**src/rtl/vbus_pkg.sv**
```systemverilog
package vbus_pkg;
  typedef enum logic [1:0] {
    PH_CB = 2'd0,
    PH_Y0 = 2'd1,
    PH_CR = 2'd2,
    PH_Y1 = 2'd3
  } byte_phase_t;
endpackage

```
**src/rtl/vbus_qual.sv**
```systemverilog
module vbus_qual (
  input  logic pix_qual,
  input  logic qual_inv,
  output logic q_en
);
  // Effective pixel edge marker: the qualifier level after optional inversion.
  assign q_en = pix_qual ^ qual_inv;
endmodule

```
**src/rtl/vbus_clamp.sv**
```systemverilog
module vbus_clamp #(
  parameter int DW = 8,
  parameter int LO = 16,
  parameter int HI = 235
) (
  input  logic          full_i,
  input  logic [DW-1:0] din,
  output logic [DW-1:0] dout
);
  localparam logic [DW-1:0] LO_V = LO[DW-1:0];
  localparam logic [DW-1:0] HI_V = HI[DW-1:0];

  always_comb begin
    if (full_i)          dout = din;
    else if (din < LO_V) dout = LO_V;
    else if (din > HI_V) dout = HI_V;
    else                 dout = din;
  end

  // limited output stays inside the nominal band
  always_comb begin
    if (!full_i) begin
      a_r9_clamp_band: assert (dout >= LO_V && dout <= HI_V);
    end
  end
endmodule

```
**src/rtl/vbus_rx.sv**
```systemverilog
module vbus_rx
  import vbus_pkg::*;
#(
  parameter int DW = 8
) (
  input  logic          clk,
  input  logic          rst,
  input  logic          bus8,
  input  logic          q_en,
  input  logic          line_act,
  input  logic [DW-1:0] y_lane,
  input  logic [DW-1:0] uv_lane,
  output logic          rx_valid,
  output logic [DW-1:0] rx_y,
  output logic [DW-1:0] rx_c,
  output logic          rx_cr
);
  byte_phase_t   phase;
  logic          cr_next;
  logic [DW-1:0] c_hold;

  always_ff @(posedge clk) begin
    if (rst) begin
      phase    <= PH_CB;
      cr_next  <= 1'b0;
      c_hold   <= '0;
      rx_valid <= 1'b0;
      rx_y     <= '0;
      rx_c     <= '0;
      rx_cr    <= 1'b0;
    end else begin
      rx_valid <= 1'b0;
      if (!line_act) begin
        phase   <= PH_CB;
        cr_next <= 1'b0;
      end else if (bus8) begin
        phase <= byte_phase_t'(phase + 2'd1);
        unique case (phase)
          PH_CB, PH_CR: c_hold <= y_lane;
          PH_Y0, PH_Y1: begin
            rx_valid <= 1'b1;
            rx_y     <= y_lane;
            rx_c     <= c_hold;
            rx_cr    <= (phase == PH_Y1);
          end
          default: ;
        endcase
      end else if (q_en) begin
        rx_valid <= 1'b1;
        rx_y     <= y_lane;
        rx_c     <= uv_lane;
        rx_cr    <= cr_next;
        cr_next  <= ~cr_next;
      end
    end
  end

  // a word only follows an active edge
  a_r6_idle_no_word: assert property (@(posedge clk) disable iff (rst)
    rx_valid |-> $past(line_act));
  // in the narrow mode words never come on consecutive cycles
  a_r4_word_spacing: assert property (@(posedge clk) disable iff (rst)
    (bus8 && rx_valid) |=> (!rx_valid || !bus8));
  // a wide-mode word follows a qualifier edge
  a_r1_wide_on_qual: assert property (@(posedge clk) disable iff (rst)
    (rx_valid && !bus8 && $past(!bus8)) |-> $past(q_en));
  // nothing valid straight out of reset
  a_r10_rx_reset: assert property (@(posedge clk) disable iff (rst)
    $past(rst) |-> !rx_valid);
endmodule

```
**src/rtl/vbus_tx.sv**
```systemverilog
module vbus_tx #(
  parameter int DW = 8,
  parameter int LO = 16,
  parameter int HI = 235
) (
  input  logic          clk,
  input  logic          rst,
  input  logic          bus8,
  input  logic          q_en,
  input  logic          full_range,
  input  logic          tx_valid,
  input  logic [DW-1:0] tx_y,
  input  logic [DW-1:0] tx_c,
  output logic [DW-1:0] bus_y_o,
  output logic [DW-1:0] bus_uv_o,
  output logic          bus_act_o
);
  localparam logic [DW-1:0] BLANK_Y = LO[DW-1:0];
  localparam logic [DW-1:0] BLANK_C = DW'(1) << (DW - 1);
  localparam int NLANE = 2;

  logic [DW-1:0] src  [NLANE];
  logic [DW-1:0] lim  [NLANE];
  logic [DW-1:0] y_hold;
  logic          second;

  assign src[0] = tx_valid ? tx_y : BLANK_Y;
  assign src[1] = tx_valid ? tx_c : BLANK_C;

  for (genvar g = 0; g < NLANE; g++) begin : g_lane
    vbus_clamp #(.DW(DW), .LO(LO), .HI(HI)) u_clamp (
      .full_i (full_range),
      .din    (src[g]),
      .dout   (lim[g])
    );
  end

  always_ff @(posedge clk) begin
    if (rst) begin
      bus_y_o   <= BLANK_Y;
      bus_uv_o  <= BLANK_C;
      bus_act_o <= 1'b0;
      y_hold    <= BLANK_Y;
      second    <= 1'b0;
    end else if (q_en) begin
      bus_act_o <= tx_valid;
      if (bus8) begin
        bus_y_o  <= lim[1];
        bus_uv_o <= BLANK_C;
        y_hold   <= lim[0];
        second   <= 1'b1;
      end else begin
        bus_y_o  <= lim[0];
        bus_uv_o <= lim[1];
        second   <= 1'b0;
      end
    end else if (second) begin
      bus_y_o <= y_hold;
      second  <= 1'b0;
    end
  end

  // chroma lane and activity flag only move on qualifier edges
  a_r7_uv_hold: assert property (@(posedge clk) disable iff (rst)
    !q_en |=> $stable(bus_uv_o));
  a_r7_act_hold: assert property (@(posedge clk) disable iff (rst)
    !q_en |=> $stable(bus_act_o));
  // narrow mode keeps the chroma lane at mid level
  a_r8_uv_mid: assert property (@(posedge clk) disable iff (rst)
    (q_en && bus8) |=> (bus_uv_o == BLANK_C));
endmodule

```
**src/rtl/vbus_adapter.sv**
```systemverilog
module vbus_adapter #(
  parameter int DW = 8,
  parameter int LO = 16,
  parameter int HI = 235
) (
  input  logic          clk,
  input  logic          rst,
  input  logic          cfg_bus8,
  input  logic          cfg_qual_inv,
  input  logic          cfg_full_range,
  input  logic          pix_qual,
  input  logic          line_act,
  input  logic [DW-1:0] bus_y_i,
  input  logic [DW-1:0] bus_uv_i,
  output logic          rx_valid,
  output logic [DW-1:0] rx_y,
  output logic [DW-1:0] rx_c,
  output logic          rx_cr,
  input  logic          tx_valid,
  input  logic [DW-1:0] tx_y,
  input  logic [DW-1:0] tx_c,
  output logic [DW-1:0] bus_y_o,
  output logic [DW-1:0] bus_uv_o,
  output logic          bus_act_o
);
  logic q_en;

  vbus_qual u_qual (
    .pix_qual (pix_qual),
    .qual_inv (cfg_qual_inv),
    .q_en     (q_en)
  );

  vbus_rx #(.DW(DW)) u_rx (
    .clk      (clk),
    .rst      (rst),
    .bus8     (cfg_bus8),
    .q_en     (q_en),
    .line_act (line_act),
    .y_lane   (bus_y_i),
    .uv_lane  (bus_uv_i),
    .rx_valid (rx_valid),
    .rx_y     (rx_y),
    .rx_c     (rx_c),
    .rx_cr    (rx_cr)
  );

  vbus_tx #(.DW(DW), .LO(LO), .HI(HI)) u_tx (
    .clk        (clk),
    .rst        (rst),
    .bus8       (cfg_bus8),
    .q_en       (q_en),
    .full_range (cfg_full_range),
    .tx_valid   (tx_valid),
    .tx_y       (tx_y),
    .tx_c       (tx_c),
    .bus_y_o    (bus_y_o),
    .bus_uv_o   (bus_uv_o),
    .bus_act_o  (bus_act_o)
  );
endmodule

```
**config.mk**
```make
export PLATFORM = sky130hd
export DESIGN_NAME = vbus_adapter
export DESIGN_NICKNAME = d
export VERILOG_FILES = /design/src/rtl/vbus_pkg.sv /design/src/rtl/vbus_qual.sv /design/src/rtl/vbus_clamp.sv /design/src/rtl/vbus_rx.sv /design/src/rtl/vbus_tx.sv /design/src/rtl/vbus_adapter.sv
export SDC_FILE = /design/constraint.sdc
export NUM_CORES = 1
export LEC_CHECK = 0
export CAP_MARGIN = 20
export CORE_MARGIN = 2
export CORE_UTILIZATION = 30
export CTS_CLUSTER_DIAMETER = 200
export CTS_CLUSTER_SIZE = 8
export DETAILED_ROUTE_END_ITERATION = 10
export PLACE_DENSITY = 0.61
export RECOVER_POWER = 50
export SLEW_MARGIN = 0
export SYNTH_ARGS = -nofsm -noshare
export SYNTH_HDL_FRONTEND = slang
export SYNTH_SLANG_ARGS = --single-unit
export TNS_END_PERCENT = 10
```
**constraint.sdc**
```tcl
create_clock -name clk -period 1.95 [get_ports clk]
set_input_delay 0.39 -clock clk [delete_from_list [all_inputs] [get_ports clk]]
set_output_delay 0.39 -clock clk [all_outputs]
set_load 0.02 [all_outputs]
```
==> flow_metrics.tcl <==
set metrics [dict create \
    status "finished clean" \
    via_per_inst 4.78 \
    avgRoutedWirePerCell_microns 14.2 \
    critPathKind "input port to flop" \
    grt_pass1_vias 2338 \
    async_flop_share_pct 0 \
    postCtsSetupBuffers 0 \
    ys_seq_area_share_pct 43.3 \
    maxCapViolCount 0 \
    rsz0062_at_grt "false" \
    grt.total_usage_pct 15.5 \
    grt_pass1_wl_microns 11200 \
    netlist_instances 273 \
    synth_flop_cell "dfxtp_1" \
    synth-edff-count 0 \
    start_util_pct 30.9 \
    instances_no_fill 473 \
    vias 2263 \
    fin_crit_sh_pct 94.2 \
    synth_top_area_cell "dfxtp_1" \
    rows 33 \
    hold_path_class "flop to flop" \
    p_leak_nw 1.49 \
    area_growth_pct 42.7 \
    port_buffers 74 \
    grt_overflow 0 \
    multi_input_area_sq_mm 0.00132 \
    yosys_warnings 0 \
    cp-end-kind "flop" \
    utilization_pct 44.2 \
    drv_slew 0 \
    grt_max_degree 30 \
    met2WireLength_microns 3240 \
    fill_cells 828 \
    pre_cts_ws_ps -207 \
    hold_violations 0 \
    worst_slack_ps 114 \
    required_ps 2150 \
    coreArea_sq_mm 0.00822 \
    final_common_cell "dfxtp_1" \
    synth_area_sq_mm 0.00254 \
    hold_depth 2 \
    antenna_found_initial 0 \
    wl_met3_microns 554 \
    path_clk_slew_ps 100 \
    diodes 0 \
    clock-sinks 55 \
    cp-start-kind "input port" \
    highest-signal-layer "met4" \
    numCtsBuffers 5 \
    clock_latency_ps 300 \
    post-dp-hpwl_microns 5020 \
    fmax_mhz 545 \
    regToRegSetupSlack_ps 270 \
    routedLengthMet1_microns 2870 \
    ir_worst_vdd_mv 0.374 \
    die_w_microns 96.1 \
    dr.pass1.iters 4 \
    rr_worst_depth 5 \
    synth-seq-cells 55 \
    seq_area_sq_mm 0.00110 \
    placed_cells 465 \
    die_y_microns 96.1 \
    post_synth_num_cell_types 45 \
    cts-root-buf "clkbuf_8" \
    synth_area_leaders "dfxtp_1 (43%), mux2i_1 (12%), nor2_1 (6.1%)" \
    synth_area_per_cell_sq_um 9.31 \
    io-pin-count 75 \
    setup_violations 0 \
    drc 0 \
    fin_crit_ps 1840 \
    drive_gt1_share_pct 14.9 \
    synth_top_area_share_pct 43.3 \
    cts_resized 0 \
    fin_nets 411 \
    powerDensity_mw_per_mm2 664 \
    cp.arrival_ps 2040 \
    htree_levels 2 \
    gp_congestion 0.817 \
    final_cell_mix "dfxtp_1 (55), nor2_1 (41), clkdlybuf4s50_1 (38)" \
    worst_pin_slew_ps 676 \
    cts_hold_buf 0 \
    max_slew_margin_pct 54.6 \
    skew_ps 3.96 \
    clockBufferDepth 2 \
    syn_nets 317 \
    cts_tree "built" \
    die_area_sq_mm 0.00923 \
    drt_wl_total_microns 6720 \
    ant_nets 0 \
    cp_max_fo 5 \
    initialDrtViolationCount 92 \
]
per-layer routing:
layer	up-vias	track usage, %
met5	-	0
met4	0	3.57
met3	4	5.25
li1	1152	-
met2	73	26.2
met1	1034	19.0
final timing paths:
| kind | endpoint | from |
|---|---|---|
| max | u_tx.bus_y_o[4] | cfg_full_range |
| min | u_tx.y_hold[2] | u_tx.y_hold[2] |
| max reg2reg | u_rx.c_hold[1] | u_rx.phase[0] |
| min reg2reg | u_tx.y_hold[2] | u_tx.y_hold[2] |
per-stage QoR:
| step | hold slack (ps) | TNS [ps] | total power [W] | cell area (sq um) |
|---|---|---|---|---|
| detailed placement | 441 | -4330 | 0.00184 | 3550 |
| floorplan | 429 | 0 | 0.00156 | 2540 |
| finish | 455 | 0 | 0.00241 | 3630 |
| global placement | 437 | -3420 | 0.00184 | 3550 |
| global route | 471 | 0 | 0.00255 | 3630 |
| CTS | 456 | 0 | 0.00247 | 3630 |
layout make-up:
cell class,count,share of cell area [%]
Clock buffer,7,2.10
Multi-Input combinational cell,194,36.2
Inverter,7,0.724
Clock inverter,1,0.138
Sequential cell,55,30.3
Timing Repair Buffer,104,26.8
Tap cell,105,3.62
cells by family (layout without fill, tap and decap cells):
group	Yosys count	after routing	share of synthesized area, %
adder cells (fa/ha/maj)	4	4	1.97
multiplexers	34	34	13.5
buffers and inverters	24	119	4.97
flip-flops	55	55	43.3
XOR/XNOR	4	4	1.38
AND/OR/NAND/NOR	92	92	17.1
AO/OA/AOI/OAI	60	60	17.7
state kept, by name (all words and copies together), names as in the netlist:
register / flops
u_rx.c_hold: 8
u_rx.rx_c: 8
u_rx.rx_y: 8
u_tx.bus_uv_o: 8
u_tx.bus_y_o: 8
u_tx.y_hold: 8
u_rx.phase: 2
u_rx.cr_next: 1
u_rx.rx_cr: 1
u_rx.rx_valid: 1
u_tx.bus_act_o: 1
u_tx.second: 1
cells in the mapped netlist, types with 2 or more instances:
cell      count
buf_6         2
ha_1          4
nor2b_1       2
or3_1         6
inv_1         6
buf_2         5
clkbuf_1      5
dfxtp_1      55
a211oi_2      9
xnor2_1       3
nor2_1       41
buf_1         3
o21ai_0       5
o221ai_1      3
a21oi_1      24
nand3b_1      3
o22ai_1       2
mux2_2        3
a211oi_1      8
nand2_1      19
nand2b_1      3
nand3_1       4
nand4b_1      3
mux2i_1      31
nor3_1        4
power breakdown:
group          leakage [nW]  internal [W]  switching (W)
logic                  1.00      0.000282       0.000286
clock network        0.0422      0.000253       0.000360
registers             0.450       0.00119      0.0000369
critical path: stages:
cell	delay, ps
clkdlybuf4s50_1	510
nand3b_1	220
a2111oi_2	450
a21oi_1	120
a221o_1	350
Note: power is estimated with default switching activity, not from simulation.
